**config.mk**
```make
export PLATFORM = sky130hd
export DESIGN_NAME = txs_compliance_mon
export DESIGN_NICKNAME = d
export VERILOG_FILES = /design/src/rtl/txm_pkg.sv /design/src/rtl/txm_hist.sv /design/src/rtl/txm_frame.sv /design/src/rtl/txm_status.sv /design/src/rtl/txs_compliance_mon.sv
export SDC_FILE = /design/constraint.sdc
export NUM_CORES = 1
export LEC_CHECK = 0
export BUFFER_PORTS_ARGS = -buffer_cell sky130_fd_sc_hd__buf_2
export CORE_MARGIN = 3
export CORE_UTILIZATION = 46
export DETAILED_ROUTE_END_ITERATION = 12
export MAX_ROUTING_LAYER = met4
export PLACE_DENSITY = 0.81
export SETUP_SLACK_MARGIN = 0.1
export SKIP_CTS_REPAIR_TIMING = 1
export SLEW_MARGIN = 20
export SYNTH_ARGS = -nofsm -noshare
export SYNTH_HDL_FRONTEND = slang
export SYNTH_SLANG_ARGS = --single-unit
```
**constraint.sdc**
```tcl
create_clock -name clk -period 1.2 [get_ports clk]
set_input_delay 0.12 -clock clk [delete_from_list [all_inputs] [get_ports clk]]
set_output_delay 0.12 -clock clk [all_outputs]
set_load 0.02 [all_outputs]
```
**src/rtl/txm_pkg.sv**
```systemverilog
`timescale 1ns/1ps
package txm_pkg;
  localparam int unsigned NCLS = 8;

  typedef enum int unsigned {
    V_DROP    = 0,
    V_LATE    = 1,
    V_STALL   = 2,
    V_EMPTY   = 3,
    V_ERRPOS  = 4,
    V_ERRUSE  = 5,
    V_NULLGAP = 6,
    V_FRAME   = 7
  } viol_e;

  typedef logic [NCLS-1:0] viol_vec_t;
endpackage

```
**src/rtl/txm_hist.sv**
```systemverilog
`timescale 1ns/1ps
module txm_hist #(
  parameter int unsigned RLAT = 2
) (
  input  logic            clk,
  input  logic            rst_n,
  input  logic            ready_i,
  input  logic            valid_i,
  input  logic            err_i,
  output logic [RLAT-1:0] rd_hist_o,
  output logic            valid_d1_o,
  output logic            err_d1_o
);
  logic [RLAT-1:0] rd_q, rd_n;
  logic            vld_q, vld_n;
  logic            err_q, err_n;

  generate
    if (RLAT == 1) begin : g_one
      assign rd_n = ready_i;
    end else begin : g_many
      assign rd_n = {rd_q[RLAT-2:0], ready_i};
    end
  endgenerate

  always_comb begin
    vld_n = valid_i;
    err_n = err_i;
  end

  // ready history resets high so that no window opens at time zero
  always_ff @(posedge clk or negedge rst_n) begin
    if (!rst_n) begin
      rd_q  <= '1;
      vld_q <= 1'b0;
      err_q <= 1'b0;
    end else begin
      rd_q  <= rd_n;
      vld_q <= vld_n;
      err_q <= err_n;
    end
  end

  assign rd_hist_o  = rd_q;
  assign valid_d1_o = vld_q;
  assign err_d1_o   = err_q;
endmodule

```
**src/rtl/txm_frame.sv**
```systemverilog
`timescale 1ns/1ps
module txm_frame #(
  parameter int unsigned CNT_W = 4
) (
  input  logic clk,
  input  logic rst_n,
  input  logic ready_i,
  input  logic valid_i,
  input  logic sop_i,
  input  logic eop_i,
  input  logic err_i,
  input  logic posted_i,
  input  logic payload_i,
  output logic in_pkt_o,
  output logic v_erruse_o,
  output logic v_gap_o,
  output logic v_frame_o
);
  localparam logic [CNT_W-1:0] SHORT_MAX = CNT_W'(2);

  logic             in_pkt_q, in_pkt_n;
  logic [CNT_W-1:0] beats_q, beats_n, beats_now, beats_inc;
  logic             post_q, post_n, pay_q, pay_n;
  logic             eseen_q, eseen_n;
  logic             gap_q, gap_n;
  logic             acc, end_now, err_any, post_now, pay_now;

  always_comb begin
    acc       = valid_i && ready_i;
    beats_inc = (beats_q == '1) ? beats_q : beats_q + 1'b1;
    beats_now = sop_i ? CNT_W'(1) : beats_inc;
    post_now  = sop_i ? posted_i  : post_q;
    pay_now   = sop_i ? payload_i : pay_q;
    err_any   = (sop_i ? 1'b0 : eseen_q) | (valid_i && err_i);
    end_now   = acc && eop_i && (sop_i || in_pkt_q);

    v_frame_o  = acc && ((sop_i && in_pkt_q) || (eop_i && !sop_i && !in_pkt_q));
    v_erruse_o = end_now && err_any &&
                 (!post_now || !pay_now || (beats_now <= SHORT_MAX));
    v_gap_o    = gap_q && valid_i && sop_i;

    in_pkt_n = in_pkt_q;
    beats_n  = beats_q;
    post_n   = post_q;
    pay_n    = pay_q;
    eseen_n  = eseen_q;
    if (acc && sop_i) begin
      in_pkt_n = !eop_i;
      beats_n  = eop_i ? '0 : beats_now;
      post_n   = posted_i;
      pay_n    = payload_i;
      eseen_n  = eop_i ? 1'b0 : err_i;
    end else if (acc && in_pkt_q) begin
      in_pkt_n = !eop_i;
      beats_n  = eop_i ? '0 : beats_now;
      eseen_n  = eop_i ? 1'b0 : (eseen_q | err_i);
    end else if (in_pkt_q && valid_i && err_i) begin
      eseen_n  = 1'b1;
    end
    gap_n = end_now && err_any;
  end

  always_ff @(posedge clk or negedge rst_n) begin
    if (!rst_n) begin
      in_pkt_q <= 1'b0;
      beats_q  <= '0;
      post_q   <= 1'b0;
      pay_q    <= 1'b0;
      eseen_q  <= 1'b0;
      gap_q    <= 1'b0;
    end else begin
      in_pkt_q <= in_pkt_n;
      beats_q  <= beats_n;
      post_q   <= post_n;
      pay_q    <= pay_n;
      eseen_q  <= eseen_n;
      gap_q    <= gap_n;
    end
  end

  assign in_pkt_o = in_pkt_q;

  assert_open_R9: assert property (@(posedge clk) disable iff (!rst_n)
    $rose(in_pkt_q) |-> $past(valid_i && ready_i && sop_i));
  assert_count_R9: assert property (@(posedge clk) disable iff (!rst_n)
    in_pkt_q |-> (beats_q != '0));
endmodule

```
**src/rtl/txm_status.sv**
```systemverilog
`timescale 1ns/1ps
module txm_status #(
  parameter int unsigned N = 8
) (
  input  logic         clk,
  input  logic         rst_n,
  input  logic [N-1:0] viol_i,
  input  logic [N-1:0] clr_i,
  output logic [N-1:0] pulse_o,
  output logic [N-1:0] sticky_o
);
  for (genvar i = 0; i < N; i++) begin : g_bit
    logic pls_q, pls_n, stk_q, stk_n, stk_en;

    always_comb begin
      pls_n  = viol_i[i];
      stk_en = viol_i[i] || clr_i[i];
      stk_n  = viol_i[i];
    end

    always_ff @(posedge clk or negedge rst_n) begin
      if (!rst_n) begin
        pls_q <= 1'b0;
        stk_q <= 1'b0;
      end else begin
        pls_q <= pls_n;
        if (stk_en) stk_q <= stk_n;
      end
    end

    assign pulse_o[i]  = pls_q;
    assign sticky_o[i] = stk_q;

    assert_hold_R10: assert property (@(posedge clk) disable iff (!rst_n)
      (stk_q && !clr_i[i]) |=> stk_q);
    assert_clear_R10: assert property (@(posedge clk) disable iff (!rst_n)
      (clr_i[i] && !viol_i[i]) |=> !stk_q);
  end
endmodule

```
**src/rtl/txs_compliance_mon.sv**
```systemverilog
`timescale 1ns/1ps
module txs_compliance_mon
  import txm_pkg::*;
#(
  parameter int unsigned RLAT    = 2,
  parameter int unsigned EMPTY_W = 2,
  parameter int unsigned CNT_W   = 4
) (
  input  logic               clk,
  input  logic               rst_n,
  input  logic               ready_i,
  input  logic               valid_i,
  input  logic               sop_i,
  input  logic               eop_i,
  input  logic [EMPTY_W-1:0] empty_i,
  input  logic               err_i,
  input  logic               posted_i,
  input  logic               payload_i,
  input  logic [NCLS-1:0]    clr_i,
  output logic [NCLS-1:0]    pulse_o,
  output logic [NCLS-1:0]    sticky_o
);
  logic [RLAT-1:0] rd_hist;
  logic            valid_d1, err_d1, in_pkt;
  logic            v_erruse, v_gap, v_frame;
  logic            rd_all_hi, rd_all_lo;
  viol_vec_t       viol;

  txm_hist #(.RLAT(RLAT)) u_hist (
    .clk(clk), .rst_n(rst_n), .ready_i(ready_i), .valid_i(valid_i),
    .err_i(err_i), .rd_hist_o(rd_hist), .valid_d1_o(valid_d1),
    .err_d1_o(err_d1)
  );

  txm_frame #(.CNT_W(CNT_W)) u_frame (
    .clk(clk), .rst_n(rst_n), .ready_i(ready_i), .valid_i(valid_i),
    .sop_i(sop_i), .eop_i(eop_i), .err_i(err_i), .posted_i(posted_i),
    .payload_i(payload_i), .in_pkt_o(in_pkt), .v_erruse_o(v_erruse),
    .v_gap_o(v_gap), .v_frame_o(v_frame)
  );

  always_comb begin
    rd_all_hi = &rd_hist;
    rd_all_lo = ~|rd_hist;
    viol            = '0;
    viol[V_DROP]    = in_pkt && !valid_i && valid_d1 && rd_all_hi;
    viol[V_LATE]    = valid_i && !ready_i && rd_all_lo;
    viol[V_STALL]   = in_pkt && !valid_i && !valid_d1 && ready_i && rd_all_hi;
    viol[V_EMPTY]   = valid_i && !eop_i && (empty_i != '0);
    viol[V_ERRPOS]  = err_i && (!valid_i || sop_i || eop_i || err_d1);
    viol[V_ERRUSE]  = v_erruse;
    viol[V_NULLGAP] = v_gap;
    viol[V_FRAME]   = v_frame;
  end

  txm_status #(.N(NCLS)) u_status (
    .clk(clk), .rst_n(rst_n), .viol_i(viol), .clr_i(clr_i),
    .pulse_o(pulse_o), .sticky_o(sticky_o)
  );

  assert_empty_R5: assert property (@(posedge clk) disable iff (!rst_n)
    (valid_i && !eop_i && (empty_i != '0)) |=> pulse_o[V_EMPTY]);
  assert_errpos_R6: assert property (@(posedge clk) disable iff (!rst_n)
    (err_i && !valid_i) |=> pulse_o[V_ERRPOS]);
  assert_late_R3: assert property (@(posedge clk) disable iff (!rst_n)
    (valid_i && !ready_i && rd_all_lo) |=> sticky_o[V_LATE]);
  assert_quiet_R1: assert property (@(posedge clk) disable iff (!rst_n)
    (viol == '0) |=> (pulse_o == '0));
endmodule

```
==> summary.txt, run 1 <==
Status
  • Status: finished with violations
  • Failing checks: setup timing

Timing
  • Worst Skew: 0.00870 ns
  • Final setup violation count: 5
  • Slew Limit Fails: 0
  • Worst slew margin: 59.0%
  • RSZ-0062 raised after global routing: yes
  • Minimum clock period: 1.31 ns
  • Tcrit/Tclk final: 109%
  • Worst setup margin: -0.109 ns
  • Fin Hold WS: 0.0247 ns
  • Final hold vios: 0
  • FMAX: 764 MHz
  • Worst-Margin Slew: 0.615 ns

Yosys
  • Mapped Nets: 136
  • Mapped Area: 0.00135 mm²
  • Synthesized instance count: 116
  • Post-synth EDFFs: 0
  • Yosys reg bits: 29
  • Syn Area/Cell: 11.6 µm²
  • Yosys cell types: 41
  • Ys async rst share: 100%
  • Post-synthesis sequential area ratio: 54.1%
  • YS warnings: 0
  • Ys flop type: dfrtp_1

Drt
  • Routed WL: 2530 µm
  • Initial drt markers: 21
  • Drt pass-1 iters: 4
  • Drc violations: 0
  • Via count: 982
  • WL/cell: 13.7 µm
  • Vias/cell: 5.31
  • Final ANT Viol Nets: 0

Final layout
  • Layout cells sized above 1: 45.2%
  • Final instance area: 0.00167 mm²
  • # diodes: 0
  • Register area: 729 µm²
  • Footprint of the multi-input gates: 502 µm²
  • # fillers: 220
  • Final Util: 63.2%
  • Layout Nets: 174
  • P&R area growth vs syn: 23.8%

Setup path
  • Crit-path max FO: 3
  • Arr. time, crit path: 1.58 ns
  • RR Endpoint: u_status.g_bit[5].pls_q$_DFF_PN0_
  • Reg-to-reg critical path startpoint: u_frame.beats_q[0]$_DFFE_PN0P_
  • Setup crit end kind: register
  • Startpoint Class: register
  • WP data required: 1.47 ns
  • Reg2reg setup slack: -0.11 ns
  • Critical path class: reg2reg
  • Reg2Reg Depth: 4

Placed design
  • DP Wirelength: 1810 µm
  • Placer Congestion: 0.860
  • Port bufs: 34
  • Area post-placement: 0.00150 mm²

Die
  • Die Area: 0.00361 mm²
  • FP Rows: 18
  • Die Ht: 60.1 µm
  • DIE WIDTH: 60.1 µm
  • Starting density of the core: 51.0%
  • Top Ports: 35
  • Core area: 0.00264 mm²

Hold path
  • Hold Path Stages: 2
  • Hold path endpoint: u_frame.pay_q$_DFFE_PN0P_
  • HP Class: in2reg
  • Hold Startpoint: payload_i

Clock network
  • CTS tree: yes
  • CTS max path bufs: 2
  • CTS Buf Count: 5
  • Clk Latency, worst-skew pair: 0.33 ns
  • H-tree depth: 2
  • Clk sinks: 29
  • Clock root buffer: clkbuf_4
  • Worst-path clk slew: 0.09 ns

Job
  • Total of max-cap violations: 0

Global routing
  • Initial antenna violation count: 0
  • Vias in the first global route: 919
  • Grt total ovfl: 0
  • First-pass GRT wire length: 4070 µm
  • Pin count of the biggest net entering global routing: 30
  • Gr usage total: 16.0%

Power and ir drop
  • VDD IR-drop max: 0.922 mV
  • Leakage power: 0.910 nW
  • PwrDens: 1270 mW/mm²
synth_stat cells (all sizes together) (2+ instances only):
cell     number  area (µm²)
dfstp         2        52.6
a21oi         4        20.0
dfrtp        27         676
mux2          2        22.5
o21ai         2        10.0
nand2         3        11.3
and2b         2        16.3
a21o          6        45.0
inv          12        45.0
o211a         3        30.0
nor2          3        11.3
a2bb2oi       2        17.5
o22ai         2        12.5
buf          18         133
nand3         3        15.0
and2          3        18.8
nor2b         2        15.0
kinds of logic (layout without fill, tap and decap cells):
| logic type | count (synthesis) | after routing | share of synthesized area [%] |
|---|---|---|---|
| buffers and inverters | 30 | 69 | 13.2 |
| AOI/OAI and AO/OA | 29 | 29 | 18.0 |
| DFF | 29 | 29 | 54.1 |
| and+or+nand+nor | 24 | 24 | 11.3 |
| muxes | 3 | 3 | 2.42 |
| adders and majority gates | 1 | 1 | 0.930 |
critical path: stages, from the launching register on:
cell and delay [ns]:
dfrtp_2 0.44, ha_4 0.24, and2b_2 0.20, a2111oi_4 0.21, o31a_1 0.17
registers in the layout (all words and copies together) (netlist names):
name                  flops
u_frame.beats_q           4
u_frame.eseen_q           1
u_frame.gap_q             1
u_frame.in_pkt_o          1
u_frame.pay_q             1
u_frame.post_q            1
u_hist.err_d1_o           1
u_hist.rd_hist_o          2
u_hist.valid_d1_o         1
u_status.g_bit.pls_q      8
u_status.g_bit.stk_q      8
cell usage in the layout (no fill, tap or decap), types with 2 or more instances in the layout:
cell and count:
a21o_1 6, a21oi_1 3, a2bb2oi_1 2, and2_4 2, buf_2 34, buf_4 9, buf_6 2, clkbuf_4 5
clkinv_2 2, dfrtp_1 26, dfstp_2 2, dlygate4sd3_1 4, inv_1 12, mux2_2 2, nand2_1 3, nand3_1 2
nor2_1 3, o211a_1 2, o21ai_1 2, o22ai_1 2
through the flow:
step | power, mW | setup TNS (ns) | setup WS, ns | std cells
detailed placement | 1.54 | -0.262 | -0.0985 | 169
global placement | 1.52 | -0.150 | -0.0783 | 169
floorplan | 1.41 | -0.151 | -0.0767 | 116
finish | 2.12 | -0.265 | -0.109 | 185
CTS | 2.10 | -0.336 | -0.118 | 177
global route | 2.24 | -0.669 | -0.185 | 185
layout make-up:
cell class | instances | area share (%)
inverter | 12 | 2.70
timing repair buffer | 49 | 18.0
sequential | 29 | 43.8
tap | 30 | 2.25
clock inverter | 2 | 0.601
multi-input combinational | 57 | 30.1
clock buffer | 6 | 2.48
metal layers:
layer | routed length (µm) | up-vias | global-route usage, %
li1 | - | 469 | -
met1 | 996 | 469 | 18.3
met2 | 1310 | 37 | 25.2
met3 | 191 | 7 | 6.48
met4 | 32 | 0 | 5.70
met5 | 0 | - | -
how the worst max path moves through the flow:
| stage | slack, ns | from | cells past startpoint | end |
|---|---|---|---|---|
| 3_5_place_dp | -0.1 | u_frame.beats_q[0]$_DFFE_PN0P_ | 4 | u_status.g_bit[5].pls_q$_DFF_PN0_ |
| 2_1_floorplan | -0.08 | u_frame.beats_q[0]$_DFFE_PN0P_ | 4 | u_status.g_bit[5].stk_q$_DFFE_PN0P_ |
| 6_report | -0.11 | u_frame.beats_q[0]$_DFFE_PN0P_ | 4 | u_status.g_bit[5].pls_q$_DFF_PN0_ |
| 5_1_grt | -0.19 | u_frame.beats_q[0]$_DFFE_PN0P_ | 4 | u_status.g_bit[5].pls_q$_DFF_PN0_ |
| 4_1_cts | -0.12 | u_frame.beats_q[0]$_DFFE_PN0P_ | 4 | u_status.g_bit[5].stk_q$_DFFE_PN0P_ |
| 3_3_place_gp | -0.08 | u_frame.beats_q[0]$_DFFE_PN0P_ | 4 | u_status.g_bit[5].stk_q$_DFFE_PN0P_ |
report_power, final:
group | internal [mW] | switching (mW)
clock | 0.222 | 0.329
combinational | 0.236 | 0.226
sequential | 1.06 | 0.0545
(Power assumes the default switching activity.)
==> run 2, diff against run 1 <==
--- a/config.mk
+++ b/config.mk
@@ -16,4 +16,5 @@
 export SLEW_MARGIN = 20
 export SYNTH_ARGS = -nofsm -noshare
 export SYNTH_HDL_FRONTEND = slang
+export SYNTH_HIERARCHICAL = 1
 export SYNTH_SLANG_ARGS = --single-unit
==> run 2 against run 1 <==
  * The flow still finishes with violations (setup timing)
  * Clock power about the same
  * Global-route usage up 0.41 points
  * Critical path type unchanged
  * Die area down 1.1%
  * First-iteration DRC count up 48%
  * Critical endpoint is now u_status/g_bit[5].stk_q$_DFFE_PN0P_
  * Sequential share of layout area down 1.5 points
  * Synthesized cell count up 2.6%
  * Maximum frequency down 7.8%
  * Routed wire length up 11%
  * Core utilization up 2.9 points
  * Combinational power up 17%
==> summary.txt, run 2 <==
Status
  • Status: finished with violations
  • Failing checks: setup timing

Yosys
  • Post-synthesis sequential area ratio: 54.8% (+0.66 points)
  • Yosys reg bits: 29 (unchanged)
  • Synthesized instance count: 119 (+2.6%)
  • Share of the synthesized area in the top cell type: 50.8% (+0.61 points)
  • Ys flop type: dfrtp_1
  • Area contributors post-synth: dfrtp_1 51%, buf_4 9.0%, a21o_1 4.5%
  • Post-synth EDFFs: 0 (unchanged)
  • Mapped Area: 0.00133 mm² (-1.2%)
  • Syn Area/Cell: 11.2 µm² (-3.7%)
  • Mapped Nets: 139 (+2.2%)
  • Most numerous cell in the Yosys netlist: dfrtp_1
  • Yosys top cell by area: dfrtp_1
  • YS warnings: 6 (+6)
  • Yosys cell types: 35 (-15%)
  • Post-synth top cells: 27 x dfrtp_1, 16 x buf_4, 12 x inv_1
  • Ys async rst share: 100% (unchanged)

Job
  • Total of max-cap violations: 0 (unchanged)

Placed design
  • Placer Congestion: 0.918 (+6.7%)
  • DP Wirelength: 1940 µm (+7.1%)
  • Placed insts: 178 (+5.3%)
  • Port bufs: 34 (unchanged)
  • Area post-placement: 0.00153 mm² (+2.0%)
  • Dpl ws: -0.216 ns (-0.118 ns)

Die
  • Starting density of the core: 50.9% (-0.18 points)
  • DIE WIDTH: 59.7 µm (-0.55%)
  • Core area: 0.00261 mm² (-0.85%)
  • FP Rows: 18 (unchanged)
  • Die Area: 0.00357 mm² (-1.1%)
  • Die Ht: 59.7 µm (-0.55%)
  • Top Ports: 35 (unchanged)

Global routing
  • First-pass GRT wire length: 4070 µm (unchanged)
  • Vias in the first global route: 965 (+5.0%)
  • Grt total ovfl: 0 (unchanged)
  • Gr usage total: 16.4% (+0.41 points)
  • GR Util met2: 27.5% (+2.3 points)
  • Routing usage on met1: 16.0% (-2.2 points)
  • Met3 Use GR: 7.34% (+0.86 points)
  • Pin count of the biggest net entering global routing: 16 (-47%)
  • Initial antenna violation count: 0 (unchanged)
  • Busiest grt layer: met2

Final layout
  • P&R area growth vs syn: 30.0%
  • Footprint of the multi-input gates: 518 µm² (+3.2%)
  • # fillers: 218 (-0.91%)
  • Register area: 731 µm² (+0.17%)
  • Top flop regs: u_status/g_bit.pls_q: 8 flops, u_status/g_bit.stk_q: 8 flops, u_frame/beats_q: 4 flops
  • Final instance area: 0.00173 mm² (+3.8%)
  • Layout cells sized above 1: 45.7% (+0.52 points)
  • Commonest non-fill, non-tap cells in the layout: 34 x buf_2, 25 x dfrtp_1, 12 x inv_1
  • # diodes: 0 (unchanged)
  • Most common cell after layout, fill and taps aside: buf_2
  • Finished Layout Cells: 192 (+3.8%)
  • Final Util: 66.1% (+2.9 points)
  • Layout Nets: 181 (+4.0%)

Timing
  • FMAX: 705 MHz (-7.8%)
  • Final hold vios: 0 (unchanged)
  • Final setup violation count: 4 (-1)
  • Minimum clock period: 1.42 ns (+0.110 ns)
  • Worst setup margin: -0.219 ns (-0.110 ns)
  • Worst Skew: 0.0105 ns (+0.00177 ns)
  • Worst slew margin: 75.7% (+17 points)
  • Slew Limit Fails: 0 (unchanged)
  • Worst-Margin Slew: 0.359 ns (-0.256 ns)
  • Tcrit/Tclk final: 118% (+9.2 points)
  • Fin Hold WS: 0.0245 ns (-0.000269 ns)
  • RSZ-0062 raised after global routing: yes

Clock network
  • H-tree depth: 2 (unchanged)
  • Clock root buffer: clkbuf_4
  • Clk Latency, worst-skew pair: 0.33 ns (about the same)
  • Worst-path clk slew: 0.09 ns (about the same)
  • CTS Buf Count: 5 (unchanged)
  • Clk sinks: 29 (unchanged)
  • CTS max path bufs: 2 (unchanged)
  • CTS tree: yes

Drt
  • Initial drt markers: 31 (+48%)
  • Drc violations: 0 (unchanged)
  • Final ANT Viol Nets: 0 (unchanged)
  • WL/cell: 14.6 µm (+7.0%)
  • Vias/cell: 5.22 (-1.7%)
  • Drt pass-1 iters: 4 (unchanged)
  • Routed WL: 2810 µm (+11%)
  • Via count: 1002 (+2.0%)

Setup path
  • RR Endpoint: u_status/g_bit[5].stk_q$_DFFE_PN0P_
  • Largest delay share family, worst path: compound AO/OA/AOI/OAI gates
  • Crit-path max FO: 2 (-1)
  • Crit-path cells: ha_4 -> nor2b_4 -> a2111oi_4 -> o31a_1 -> a21o_1
  • Crit path buf inv count: 0 (unchanged)
  • Startpoint Class: register
  • Setup crit end kind: register
  • Arr. time, crit path: 1.65 ns (+0.07 ns)
  • Reg2Reg Depth: 5 (+1)
  • WP data required: 1.43 ns (-0.04 ns)
  • Slowest stage cell on the critical path: dfrtp_2
  • Slowest stage delay, CP: 0.44 ns (about the same)
  • Reg2reg setup slack: -0.22 ns (-0.11 ns)
  • Reg-to-reg critical path startpoint: u_frame/beats_q[0]$_DFFE_PN0P_
  • Critical path class: reg2reg

Hold path
  • Hold path endpoint: u_frame/post_q$_DFFE_PN0P_
  • Hold Startpoint: posted_i
  • Hold Path Stages: 2 (unchanged)
  • HP Class: in2reg

Power and ir drop
  • PwrDens: 1290 mW/mm² (+0.98%)
  • Leakage power: 0.935 nW (+2.8%)
  • VDD IR-drop max: 1.20 mV (+30%)
==> run 2: cell types whose count changed after synthesis, moves of 2 or more <==
cell	previous run	this run
o22ai_1	2	0
o31a_1	1	3
and2_1	3	0
nand2_1	3	7
a21o_1	6	8
nor2_1	3	5
==> run 2: worst max path at each step <==
stage,depth (start not counted),start,endpoint
after floorplan,5,u_frame/beats_q[0]$_DFFE_PN0P_,u_status/g_bit[5].stk_q$_DFFE_PN0P_
after global placement,5,u_frame/beats_q[1]$_DFFE_PN0P_,u_status/g_bit[5].stk_q$_DFFE_PN0P_
after detailed placement,5,u_frame/beats_q[0]$_DFFE_PN0P_,u_status/g_bit[5].stk_q$_DFFE_PN0P_
after CTS,5,u_frame/beats_q[1]$_DFFE_PN0P_,u_status/g_bit[5].stk_q$_DFFE_PN0P_
after global routing,5,u_frame/beats_q[0]$_DFFE_PN0P_,u_status/g_bit[5].stk_q$_DFFE_PN0P_
final,5,u_frame/beats_q[0]$_DFFE_PN0P_,u_status/g_bit[5].stk_q$_DFFE_PN0P_
==> run 2: logic make-up after synthesis <==
group	Yosys count	share of synthesized area (%)
AOI/OAI and AO/OA	28	15.7
adders and majority gates	1	0.941
buffers and inverters	29	12.8
DFF	29	54.8
muxes	3	2.45
and+or+nand+nor	29	13.3
==> run 2: area by class of cell <==
cell class                 instances  share of cell area (%)
inverter                          12                    2.61
clock inverter                     1                   0.290
multi-input combinational         61                    30.0
clock buffer                       7                    2.61
timing repair buffer              52                    20.1
sequential                        29                    42.3
tap                               30                    2.17
==> run 2: per-layer routing <==
metal | wire length, µm | part of all wire (%)
met4 | 50 | 1.8
met2 | 1470 | 52
met3 | 198 | 7.0
met1 | 1090 | 39
met5 | 0 | 0
==> run 2: stage by stage <==
| stage | total power [mW] | setup TNS, ns |
|---|---|---|
| final | 2.22 | -0.597 |
| after CTS | 2.14 | -0.609 |
| after global placement | 1.54 | -0.365 |
| after global routing | 2.36 | -0.833 |
| after floorplan | 1.40 | -0.274 |
| after detailed placement | 1.58 | -0.514 |
==> run 2: worst register-to-register path, delay by kind of cell (launching register included) <==
family	cells	cell delay (ns)
adders and majority gates	1	0.28
DFF	1	0.44
and+or+nand+nor	1	0.15
AOI/OAI and AO/OA	3	0.46
==> run 2: where the power goes <==
part | internal (mW) | switching (mW)
clock network | 0.228 | 0.323
logic | 0.293 | 0.249
registers | 1.06 | 0.0704
==> run 3, diff against run 2 <==
--- a/config.mk
+++ b/config.mk
@@ -7,10 +7,11 @@
 export LEC_CHECK = 0
 export BUFFER_PORTS_ARGS = -buffer_cell sky130_fd_sc_hd__buf_2
 export CORE_MARGIN = 3
-export CORE_UTILIZATION = 46
+export CORE_UTILIZATION = 48
+export CTS_BUF_LIST = sky130_fd_sc_hd__clkbuf_4
 export DETAILED_ROUTE_END_ITERATION = 12
 export MAX_ROUTING_LAYER = met4
-export PLACE_DENSITY = 0.81
+export PLACE_DENSITY = 0.84
 export SETUP_SLACK_MARGIN = 0.1
 export SKIP_CTS_REPAIR_TIMING = 1
 export SLEW_MARGIN = 20
==> run 3 against run 2 <==
  * The run still ends with setup timing left
  * Final cell count decreased by 0.52%
  * Clock skew decreased by 0.00077 ns
  * First-iteration DRC count decreased by 9.7%
  * Setup slack got worse by 0.042 ns
  * Routed wire length decreased by 5.9%
  * Register-to-register slack got worse by 0.04 ns
  * Sequential power about the same
  * Maximum frequency decreased by 2.9%
==> summary.txt, run 3 (synthesized netlist as in run 2, its figures left out) <==
Drt
  • Routed WL: 2640 µm (-5.9%)
  • Via count: 1005 (+0.30%)
  • Initial drt markers: 28 (-9.7%)
  • Drt pass-1 iters: 4 (unchanged)
  • WL/cell: 13.8 µm (-5.5%)
  • Vias/cell: 5.26 (+0.82%)
  • Drc violations: 0 (unchanged)
  • Final ANT Viol Nets: 0 (unchanged)

Final layout
  • Layout Nets: 180 (-0.55%)
  • Layout cells sized above 1: 46.6% (+0.90 points)
  • # diodes: 0 (unchanged)
  • P&R area growth vs syn: 28.7%
  • Register area: 731 µm² (unchanged)
  • # fillers: 201 (-7.8%)
  • Top flop regs: u_status/g_bit.pls_q: 8 flops, u_status/g_bit.stk_q: 8 flops, u_frame/beats_q: 4 flops
  • Commonest non-fill, non-tap cells in the layout: 34 x buf_2, 25 x dfrtp_1, 12 x inv_1
  • Most common cell after layout, fill and taps aside: buf_2
  • Footprint of the multi-input gates: 512 µm² (-1.2%)

Setup path
  • WP data required: 1.42 ns (about the same)
  • Critical path class: reg2reg
  • Startpoint Class: register
  • Reg2reg setup slack: -0.26 ns (-0.04 ns)
  • Crit-path max FO: 3 (+1)
  • Arr. time, crit path: 1.68 ns (+0.03 ns)
  • Setup crit end kind: register

Clock network
  • Clock root buffer: clkbuf_4
  • CTS tree: yes
  • Clk Latency, worst-skew pair: 0.33 ns (about the same)
  • CTS max path bufs: 2 (unchanged)
  • H-tree depth: 2 (unchanged)
  • CTS Buf Count: 5 (unchanged)
  • Clk sinks: 29 (unchanged)
  • Worst-path clk slew: 0.09 ns (about the same)

Timing
  • Worst-Margin Slew: 0.381 ns (+0.0216 ns)
  • Worst slew margin: 74.3% (-1.5 points)
  • Setup_tns: -0.624 ns (-0.0270 ns)
  • Worst setup margin: -0.261 ns (-0.0418 ns)
  • Tcrit/Tclk final: 122% (+3.5 points)
  • RSZ-0062 raised after global routing: yes
  • Slew Limit Fails: 0 (unchanged)
  • Final setup violation count: 4 (unchanged)
  • Final hold vios: 0 (unchanged)
  • Minimum clock period: 1.46 ns (+0.0418 ns)
  • Fin Hold WS: 0.0210 ns (-0.00347 ns)
  • Worst Skew: 0.00970 ns (-0.000771 ns)
  • FMAX: 685 MHz (-2.9%)

Power and ir drop
  • PwrDens: 1310 mW/mm² (+1.9%)
  • Combinational power share: 23.4% (-1.0 points)
  • Sequential share of power: 50.2% (-0.6 points)
  • Sw Pwr: 0.630 mW (-2.0%)
  • Power share of the clock group: 26.4% (+1.6 points)
  • VDD IR-drop max: 0.891 mV (-26%)
  • Internal: 1.61 mW (+2.0%)
  • Leakage power: 0.931 nW (-0.49%)
  • Net Sw Frac: 28.1% (-0.82 points)

Global routing
  • Grt total ovfl: 0 (unchanged)
  • First-pass GRT wire length: 4250 µm (+4.4%)
  • Vias in the first global route: 981 (+1.7%)
  • Initial antenna violation count: 0 (unchanged)
  • Gr usage total: 17.3% (+0.98 points)
  • Pin count of the biggest net entering global routing: 17 (+1)

Die
  • Die Ht: 58.6 µm (-1.9%)
  • Top Ports: 35 (unchanged)
  • FP Rows: 18 (unchanged)
  • Starting density of the core: 52.2% (+1.4 points)
  • Core area: 0.00254 mm² (-2.6%)
  • DIE WIDTH: 58.6 µm (-1.9%)
  • Die Area: 0.00344 mm² (-3.7%)

Job
  • Total of max-cap violations: 0 (unchanged)

Placed design
  • Port bufs: 34 (unchanged)
  • Placer Congestion: 0.879 (-4.2%)
  • DP Wirelength: 1880 µm (-3.0%)
  • Dpl ws: -0.244 ns (-0.0283 ns)

Hold path
  • HP Class: in2reg

Status
  • Status: finished with violations
  • Failing checks: setup timing
==> run 3: worst paths after layout <==
kind                                                       end  depth (start not counted)                            from
setup reg to reg           u_status/g_bit[5].stk_q$_DFFE_PN0P_                          5  u_frame/beats_q[1]$_DFFE_PN0P_
max in group asynchronous        u_hist/rd_hist_o[0]$_DFF_PN1_                          3                           rst_n
min in group asynchronous    u_status/g_bit[6].pls_q$_DFF_PN0_                          2                           rst_n
hold reg to reg                  u_hist/rd_hist_o[1]$_DFF_PN1_                          0   u_hist/rd_hist_o[0]$_DFF_PN1_
setup / recovery           u_status/g_bit[5].stk_q$_DFFE_PN0P_                          5  u_frame/beats_q[1]$_DFFE_PN0P_
hold / removal                     u_hist/valid_d1_o$_DFF_PN0_                          1                         valid_i
==> run 3: worst max-delay path: stages, from the launching register on <==
cell,delay [ns]
dfrtp_1,0.43
ha_4,0.19
a21bo_1,0.21
a2111oi_4,0.08
o31a_1,0.30
a21o_1,0.15
==> run 3: layer usage <==
metal	GRT usage, %	up-vias	wire (µm)	share of wire [%]
li1	-	477	-	-
met1	19.1	485	1060	40
met2	28.2	36	1360	51
met3	3.95	7	164	6.2
met4	11.0	0	62	2.3
met5	-	-	0	0
==> run 3: power groups by stage <==
stage	clock network (mW)	logic (mW)	registers, mW
global placement	0	0.413	1.13
floorplan	0	0.252	1.14
CTS	0.618	0.436	1.12
finish	0.592	0.525	1.13
detailed placement	0	0.434	1.14
global route	0.658	0.584	1.14
==> run 3: area by class of cell <==
class / instances / share of cell area, %
clock inverters: 1 / 0.219
inverters: 12 / 2.63
multi-input cells: 61 / 29.9
well taps: 30 / 2.19
flip-flops and latches: 29 / 42.7
repair buffers: 51 / 19.2
clock buffers: 7 / 3.07
==> run 3: stage by stage <==
step | util [%] | instance area (µm²) | power (mW) | std cells
2_1_floorplan | - | 1350 | 1.40 | 119
3_3_place_gp | 59.9 | 1520 | 1.55 | 177
3_5_place_dp | 59.9 | 1520 | 1.57 | 177
4_1_cts | 62.1 | 1580 | 2.18 | 185
5_1_grt | 67.2 | 1710 | 2.38 | 191
6_report | 67.2 | 1710 | 2.24 | 191
